$ cat config.mk
export PLATFORM = sky130hd
export DESIGN_NAME = yuv422_word_packer
export DESIGN_NICKNAME = d
export VERILOG_FILES = /design/src/rtl/yuv_pkg.sv /design/src/rtl/yuv_phase_track.sv /design/src/rtl/yuv_pair_join.sv /design/src/rtl/yuv_decim_mark.sv /design/src/rtl/yuv422_word_packer.sv
export SDC_FILE = /design/constraint.sdc
export NUM_CORES = 1
export LEC_CHECK = 0
export CORE_MARGIN = 1.5
export CORE_UTILIZATION = 51
export DETAILED_ROUTE_END_ITERATION = 8
export PLACE_DENSITY = 0.79
export SKIP_CTS_REPAIR_TIMING = 1
export SLEW_MARGIN = 20
export SYNTH_ARGS = -nofsm -noshare
export SYNTH_HDL_FRONTEND = slang
export SYNTH_HIERARCHICAL = 1
export SYNTH_SLANG_ARGS = --single-unit
$ cat constraint.sdc
create_clock -name clk -period 1.6 [get_ports clk]
set_clock_uncertainty 0.15 [all_clocks]
set_input_delay 0.32 -clock clk [delete_from_list [all_inputs] [get_ports clk]]
set_output_delay 0.32 -clock clk [all_outputs]
set_load 0.01 [all_outputs]
$ cat src/rtl/yuv_pkg.sv
package yuv_pkg;

  // Identity of the chroma half of an output word
  typedef enum logic {
    CHR_U = 1'b0,
    CHR_V = 1'b1
  } chroma_e;

  // Word index bit 0 picks U (even) or V (odd)
  function automatic chroma_e kind_of(input logic idx0);
    return idx0 ? CHR_V : CHR_U;
  endfunction

endpackage

$ cat src/rtl/yuv_phase_track.sv
module yuv_phase_track #(
  parameter int WCW = 2
) (
  input  logic           clk,
  input  logic           rst_n,
  input  logic           frame_start,
  input  logic           line_act,
  input  logic           byte_vld,
  input  logic           cfg_luma_first,
  input  logic           cfg_alt_toggle,
  output logic           line_start,
  output logic           first_byte,
  output logic           pair_done,
  output logic           luma_first_eff,
  output logic [WCW-1:0] word_idx,
  output logic           line_odd,
  output logic           err
);

  logic           line_q, line_q_n;
  logic           half_q, half_q_n;
  logic [WCW-1:0] wcnt_q, wcnt_q_n;
  logic           odd_q, odd_q_n;
  logic           err_q, err_q_n;

  logic           line_end;
  logic           half_cur;
  logic           acc;
  logic [WCW-1:0] wcnt_cur;

  // next-state
  always_comb begin
    line_start = line_act & ~line_q;
    line_end   = ~line_act & line_q;
    acc        = line_act & byte_vld;
    half_cur   = line_start ? 1'b0 : half_q;
    wcnt_cur   = line_start ? '0 : wcnt_q;

    first_byte = acc & ~half_cur;
    pair_done  = acc & half_cur;

    line_q_n = line_act;
    if (!line_act)
      half_q_n = 1'b0;
    else if (acc)
      half_q_n = ~half_cur;
    else
      half_q_n = half_cur;

    wcnt_q_n = pair_done ? wcnt_cur + {{(WCW-1){1'b0}}, 1'b1} : wcnt_cur;

    if (frame_start)
      odd_q_n = 1'b0;
    else if (line_end)
      odd_q_n = ~odd_q;
    else
      odd_q_n = odd_q;

    err_q_n = err_q | (line_end & half_q);

    luma_first_eff = cfg_luma_first ^ (cfg_alt_toggle & odd_q);
    word_idx       = wcnt_cur;
    line_odd       = odd_q;
    err            = err_q;
  end

  // registers
  always_ff @(posedge clk or negedge rst_n) begin
    if (!rst_n) begin
      line_q <= 1'b0;
      half_q <= 1'b0;
      wcnt_q <= '0;
      odd_q  <= 1'b0;
      err_q  <= 1'b0;
    end else begin
      line_q <= line_q_n;
      half_q <= half_q_n;
      wcnt_q <= wcnt_q_n;
      odd_q  <= odd_q_n;
      err_q  <= err_q_n;
    end
  end

  AST_FRAME_OUTSIDE_LINE: assert property (@(posedge clk) disable iff (!rst_n)
    frame_start |-> !line_act);

  AST_ERR_STICKY: assert property (@(posedge clk) disable iff (!rst_n)
    err_q |=> err_q);

  AST_DROP_SETS_ERR: assert property (@(posedge clk) disable iff (!rst_n)
    (line_q && !line_act && half_q) |=> err_q);

endmodule

$ cat src/rtl/yuv_pair_join.sv
module yuv_pair_join
  import yuv_pkg::*;
#(
  parameter int DW = 8
) (
  input  logic          clk,
  input  logic          rst_n,
  input  logic          first_byte,
  input  logic          luma_first,
  input  logic          idx0,
  input  logic [DW-1:0] din,
  output logic [DW-1:0] luma,
  output logic [DW-1:0] chroma,
  output chroma_e       kind
);

  logic [DW-1:0] held_q, held_q_n;

  // next-state: capture the first byte of each pair
  always_comb begin
    held_q_n = first_byte ? din : held_q;
    if (luma_first) begin
      luma   = held_q;
      chroma = din;
    end else begin
      luma   = din;
      chroma = held_q;
    end
    kind = kind_of(idx0);
  end

  always_ff @(posedge clk or negedge rst_n) begin
    if (!rst_n)
      held_q <= '0;
    else
      held_q <= held_q_n;
  end

endmodule

$ cat src/rtl/yuv_decim_mark.sv
module yuv_decim_mark
  import yuv_pkg::*;
#(
  parameter int DW = 8
) (
  input  logic            clk,
  input  logic            rst_n,
  input  logic            frame_start,
  input  logic            line_start,
  input  logic            pair_done,
  input  logic            cfg_decimate,
  input  logic            idx1,
  input  logic            line_odd,
  input  logic [DW-1:0]   luma,
  input  logic [DW-1:0]   chroma,
  input  chroma_e         kind,
  output logic            out_vld,
  output logic [2*DW-1:0] out_data,
  output logic            out_is_v,
  output logic            out_sol,
  output logic            out_sof
);

  logic            keep, emit;
  logic            sol_cur, sof_cur;
  logic            sol_q, sol_q_n;
  logic            sof_q, sof_q_n;
  logic            vld_q_n, solo_q_n, sofo_q_n;
  logic [2*DW-1:0] data_q_n;
  logic            isv_q_n;

  // next-state
  always_comb begin
    keep     = ~cfg_decimate | (~idx1 & ~line_odd);
    emit     = pair_done & keep;
    sol_cur  = sol_q | line_start;
    sof_cur  = sof_q | frame_start;
    sol_q_n  = emit ? 1'b0 : sol_cur;
    sof_q_n  = emit ? 1'b0 : sof_cur;
    vld_q_n  = emit;
    solo_q_n = emit & sol_cur;
    sofo_q_n = emit & sof_cur;
    data_q_n = emit ? {luma, chroma} : out_data;
    isv_q_n  = emit ? (kind == CHR_V) : out_is_v;
  end

  always_ff @(posedge clk or negedge rst_n) begin
    if (!rst_n) begin
      sol_q    <= 1'b0;
      sof_q    <= 1'b0;
      out_vld  <= 1'b0;
      out_sol  <= 1'b0;
      out_sof  <= 1'b0;
      out_data <= '0;
      out_is_v <= 1'b0;
    end else begin
      sol_q    <= sol_q_n;
      sof_q    <= sof_q_n;
      out_vld  <= vld_q_n;
      out_sol  <= solo_q_n;
      out_sof  <= sofo_q_n;
      out_data <= data_q_n;
      out_is_v <= isv_q_n;
    end
  end

  AST_HALF_RATE: assert property (@(posedge clk) disable iff (!rst_n)
    out_vld |=> !out_vld);

  AST_SOL_NEEDS_VLD: assert property (@(posedge clk) disable iff (!rst_n)
    out_sol |-> out_vld);

  AST_SOF_NEEDS_SOL: assert property (@(posedge clk) disable iff (!rst_n)
    out_sof |-> out_sol);

  AST_SOL_TAG_U: assert property (@(posedge clk) disable iff (!rst_n)
    out_sol |-> !out_is_v);

endmodule

$ cat src/rtl/yuv422_word_packer.sv
module yuv422_word_packer
  import yuv_pkg::*;
#(
  parameter int DW = 8
) (
  input  logic            clk,
  input  logic            rst_n,
  input  logic            frame_start,
  input  logic            line_act,
  input  logic            byte_vld,
  input  logic [DW-1:0]   din,
  input  logic            cfg_luma_first,
  input  logic            cfg_alt_toggle,
  input  logic            cfg_decimate,
  output logic            out_vld,
  output logic [2*DW-1:0] out_data,
  output logic            out_is_v,
  output logic            out_sol,
  output logic            out_sof,
  output logic            out_err
);

  localparam int WCW = 2;  // word index bits: bit0 = U/V, bit1 = pair parity

  // reset: asserted asynchronously, released on the clock
  logic rst_meta, rst_sync_n;
  always_ff @(posedge clk or negedge rst_n) begin
    if (!rst_n) begin
      rst_meta   <= 1'b0;
      rst_sync_n <= 1'b0;
    end else begin
      rst_meta   <= 1'b1;
      rst_sync_n <= rst_meta;
    end
  end

  logic           line_start, first_byte, pair_done, luma_first_eff, line_odd;
  logic [WCW-1:0] word_idx;
  logic [DW-1:0]  luma, chroma;
  chroma_e        kind;

  yuv_phase_track #(.WCW(WCW)) u_phase (
    .clk            (clk),
    .rst_n          (rst_sync_n),
    .frame_start    (frame_start),
    .line_act       (line_act),
    .byte_vld       (byte_vld),
    .cfg_luma_first (cfg_luma_first),
    .cfg_alt_toggle (cfg_alt_toggle),
    .line_start     (line_start),
    .first_byte     (first_byte),
    .pair_done      (pair_done),
    .luma_first_eff (luma_first_eff),
    .word_idx       (word_idx),
    .line_odd       (line_odd),
    .err            (out_err)
  );

  yuv_pair_join #(.DW(DW)) u_join (
    .clk        (clk),
    .rst_n      (rst_sync_n),
    .first_byte (first_byte),
    .luma_first (luma_first_eff),
    .idx0       (word_idx[0]),
    .din        (din),
    .luma       (luma),
    .chroma     (chroma),
    .kind       (kind)
  );

  yuv_decim_mark #(.DW(DW)) u_dec (
    .clk          (clk),
    .rst_n        (rst_sync_n),
    .frame_start  (frame_start),
    .line_start   (line_start),
    .pair_done    (pair_done),
    .cfg_decimate (cfg_decimate),
    .idx1         (word_idx[1]),
    .line_odd     (line_odd),
    .luma         (luma),
    .chroma       (chroma),
    .kind         (kind),
    .out_vld      (out_vld),
    .out_data     (out_data),
    .out_is_v     (out_is_v),
    .out_sol      (out_sol),
    .out_sof      (out_sof)
  );

endmodule

==> results.md <==
Outcome:
- The flow ran to the end, but the final reports show violations.
- The checks that failed: negative setup slack.

Global route:
- The number of antenna violations at the first check in global routing is 0.
- The via count of the first global-routing pass was between 1k and 1.5k.
- The largest net degree at the start of global routing is 37.
- The total overflow left after global routing is 0.
- The first global-routing pass estimated roughly 5700 µm of wire.
- The aggregate global-route resource usage is 0.186.

Setup path:
- The cell with the most instances on the worst path is sky130_fd_sc_hd__buf_12.
- The worst register-to-register path begins at u_phase/line_q.
- Along the worst path, the maximum fanout reaches 25.
- The worst setup path category is flop to flop.
- The worst setup path is launched from a flop.
- The number of cells on the worst reg-to-reg path is 7.
- The worst reg2reg path endpoint is u_dec/out_data[5].
- The data arrival time of the worst path is about 2000 ps.
- The worst register-to-register path has a setup slack of -270 ps.
- The required time of the worst setup path is around 1700 ps.
- The kind of capture point of the worst setup path is a flop.
- The largest individual stage delay along the critical path comes from the cell sky130_fd_sc_hd__dfrtp_1.
- On the worst path, the slowest cell contributes a delay of slightly below 400 ps.
- The critical path goes through nand2b_4 > and2_4 > ha_4 > buf_12 > nor3b_4 > buf_12 > o32ai_1.

Power and ir drop:
- The switching power share of the total is 0.281.
- Of the total power, registers draw 0.396.
- The clock share of power is 0.246.
- The power density over the cells is 1210 nW/µm².
- Summed over all nets, the switching power comes to approximately 940 µW.
- The internal portion of the total power is ~2400 µW.
- The largest vdd supply drop is about 0.7 mV.
- The share of total power dissipated in combinational logic is 0.359.
- For this design the static power due to leakage is between 0.001 and 0.0015 µW.
- Power comes to roughly 3300 µW.

Clock network:
- The TritonCTS clock tree is built.
- The latest clock arrival within the worst-skew pair is around 350 ps.
- TritonCTS created 5 clock buffers.
- The clock tree root driver cell is sky130_fd_sc_hd__clkbuf_4.
- The clock passes through at most 2 buffers.
- Counting every sink on the clock net gives 38.
- After clock tree synthesis, the clock-pin slew on the worst setup and hold paths is 120 ps.
- The H-tree depth is 2.

Synthesis:
- The number of flops mapped to enable cells by yosys is 0.
- The largest area contributor in the synthesized netlist is sky130_fd_sc_hd__dfrtp_1.
- The mapped netlist covers 1850 µm².
- The distinct cell type count after synthesis is 27.
- The synthesized netlist net count is roughly 170.
- The post-synthesis cell count is approximately 160.
- Of the post-synthesis cell area, the dominant cell type holds 0.515.
- The share of synthesized flip-flops with an asynchronous set or reset is 1.00.
- Ranked by total cell area, the synthesized netlist is headed by sky130_fd_sc_hd__dfrtp_1 (51%), sky130_fd_sc_hd__mux2_2 (8.5%), sky130_fd_sc_hd__mux2_4 (8.1%).
- For this run, the leading register cell type out of synthesis is sky130_fd_sc_hd__dfrtp_1.
- During synthesis, Yosys emitted a total of 6 warnings.
- The share of the Yosys chip area taken by registers is 0.515.
- Counting flops and latches in the post-synthesis netlist gives 38.
- The average cell area after synthesis is 11.8 µm².

Route:
- In the routed design, unresolved DRC markers number 0.
- The total iterations of the first detailed-routing run is 4.
- After detailed routing, the average wire length per cell comes to roughly 19 µm.
- The detail route stage leaves a number of antenna-violating nets equal to 0.
- After the first detailed-routing iteration, the DRC count stood at 75.
- The final route contains between 1k and 1.5k vias.
- After detailed routing, the total wire length is between 4000 and 5000 µm.
- Using the TritonRoute via totals, the vias-per-cell ratio works out to between 5 and 6.

Timing:
- The total count of max-transition violations in the final report came to 0.
- The final-report hold violation count was 0.
- The final clock period utilization by the worst path is 1.17.
- In this run the tightest slew margin relative to its limit is 0.579.
- At the pin with the least slew margin, the transition time is between 600 and 700 ps.
- Setup repair after global routing could not meet its margin everywhere.
- The maximum clock frequency is 0.535 GHz.
- Setup violations remaining at the end of the flow were counted as 30.
- Across all setup checks in the final design, the least slack found is -270 ps.
- The time the worst path needs with I/O delays and setup is ~1900 ps.

Finish:
- The flip-flop count of the largest register, all copies and words added is 16.
- The most common cell after layout, fill and taps aside is sky130_fd_sc_hd__dfrtp_1.
- In the final layout, the multi-input gates occupy about 940 µm².
- The number of antenna diodes in the final layout is 0.
- The filler cells instantiated in the layout total 194.
- The largest registers in the layout are u_dec/out_data: 16 flops, u_join/held_q: 8 flops, u_phase/wcnt_q: 2 flops.
- Of the cells placed in the final design, the portion with a size suffix greater than 1 is 0.364.
- After the last flow step, the layout net total stands at ~220.
- In the final layout, flip-flops and latches occupy 951 µm².
- Counting flops per register, the top entry is u_dec/out_data.
- In the layout the commonest cells are sky130_fd_sc_hd__dfrtp_1 (38), sky130_fd_sc_hd__dlymetal6s2s_1 (22), sky130_fd_sc_hd__nand2_1 (19).
- The post-route non-filler standard cell count is 252.
- From synthesis to final layout, the design area changed by 48.4%.

Floorplan:
- The die covers approximately 4000 µm².
- For this configuration, the core starts out at a cell density of 0.541.
- The placeable core region is approximately 3400 µm².
- The floorplan has 21 rows.
- The height of the die is ~63 µm.
- During I/O placement, the number of pins put on the boundary was 37.
- In this run the horizontal extent of the chip is between 60 and 70 µm.

Placement:
- The congestion estimate from routability-driven global placement came to between 0.7 and 0.8.
- The placed instance count is ~240.
- The HPWL after detailed placement is around 2500 µm.
- The port buffer count is 36.

Flow run:
- The tool flagged a number of max-cap violations equal to 0.

Hold path:
- The worst hold path class is input pin to flop.
- The worst min-delay path startpoint is line_act.
- The end point of the worst hold path is u_phase/line_q.
- The worst hold path depth is 1.
-- worst max-delay path: cells and delay by family, from the launching register on --
kind / cells / cell delay (ps)
AOI/OAI and AO/OA: 1 / 300
buffers and inverters: 2 / 310
adders and majority gates: 1 / 170
DFF: 1 / 390
and+or+nand+nor: 3 / 450
-- layer usage --
layer,wire (µm),vias up,share of wire,GRT usage
li1,-,627,-,-
met1,1960,678,0.41,0.243
met2,2380,50,0.50,0.301
met3,247,16,0.052,0.0500
met4,136,0,0.029,0.0652
met5,0,-,0,0
-- cells by family (layout without fill, tap and decap cells) --
kind of cell,after synthesis,after routing,share of synthesized area
AO/OA/AOI/OAI,22,22,0.0968
XOR/XNOR,4,4,0.0190
adder cells (fa/ha/maj),2,2,0.0135
buffers and inverters,30,80,0.0880
flip-flops,38,38,0.515
multiplexers,24,24,0.167
other,1,1,0.00203
AND/OR/NAND/NOR,35,35,0.0995
-- cells in the mapped netlist, types with 2 or more instances --
| cell type | n |
|---|---|
| sky130_fd_sc_hd__a21oi_1 | 2 |
| sky130_fd_sc_hd__o32ai_1 | 17 |
| sky130_fd_sc_hd__buf_2 | 3 |
| sky130_fd_sc_hd__nor3b_1 | 2 |
| sky130_fd_sc_hd__buf_6 | 3 |
| sky130_fd_sc_hd__ha_1 | 2 |
| sky130_fd_sc_hd__mux2_2 | 14 |
| sky130_fd_sc_hd__xnor2_1 | 2 |
| sky130_fd_sc_hd__xor2_1 | 2 |
| sky130_fd_sc_hd__nand2_1 | 19 |
| sky130_fd_sc_hd__and2_1 | 5 |
| sky130_fd_sc_hd__buf_4 | 2 |
| sky130_fd_sc_hd__inv_1 | 19 |
| sky130_fd_sc_hd__nor2_1 | 4 |
| sky130_fd_sc_hd__mux2_4 | 10 |
| sky130_fd_sc_hd__dfrtp_1 | 38 |
| sky130_fd_sc_hd__clkbuf_1 | 2 |
-- worst max path at each step --
stage	from	end	cells after the start	slack, ps
3_5_place_dp	line_act	u_dec/out_data[11]	5	-1130
6_report	u_phase/line_q	u_dec/out_data[5]	7	-270
3_3_place_gp	line_act	u_dec/out_data[10]	5	-1030
5_1_grt	u_phase/line_q	u_dec/out_data[5]	7	-350
4_1_cts	line_act	u_dec/out_data[11]	5	-750
2_1_floorplan	u_phase/line_odd	u_dec/out_data[3]	7	-60
-- power by group through the flow --
stage	combinational (µW)	clock, µW	sequential (µW)
finish	1200	818	1320
global route	1260	869	1350
CTS	998	832	1310
detailed placement	995	0	1330
global placement	973	0	1310
floorplan	432	0	1410
-- metrics by stage --
stage          hold slack [ps]   util  area (µm²)  setup TNS (ps)  setup slack (ps)
2_1_floorplan             -126      -        1890            -605             -56.3
6_report                  71.2  0.803        2740           -5210              -270
4_1_cts                  -43.9  0.714        2440          -17730              -749
5_1_grt                   70.0  0.803        2740           -6850              -354
3_3_place_gp               138  0.683        2330          -24680             -1030
3_5_place_dp               141  0.683        2330          -27100             -1130
-- final cells by class --
type	count	share of cell area
timing repair buffer	53	0.223
clock buffer	5	0.0137
multi-input combinational	88	0.344
inverter	19	0.0269
clock inverter	3	0.0251
sequential	38	0.347
tap	46	0.0210
No activity file was read; power rests on OpenSTA's default activity.
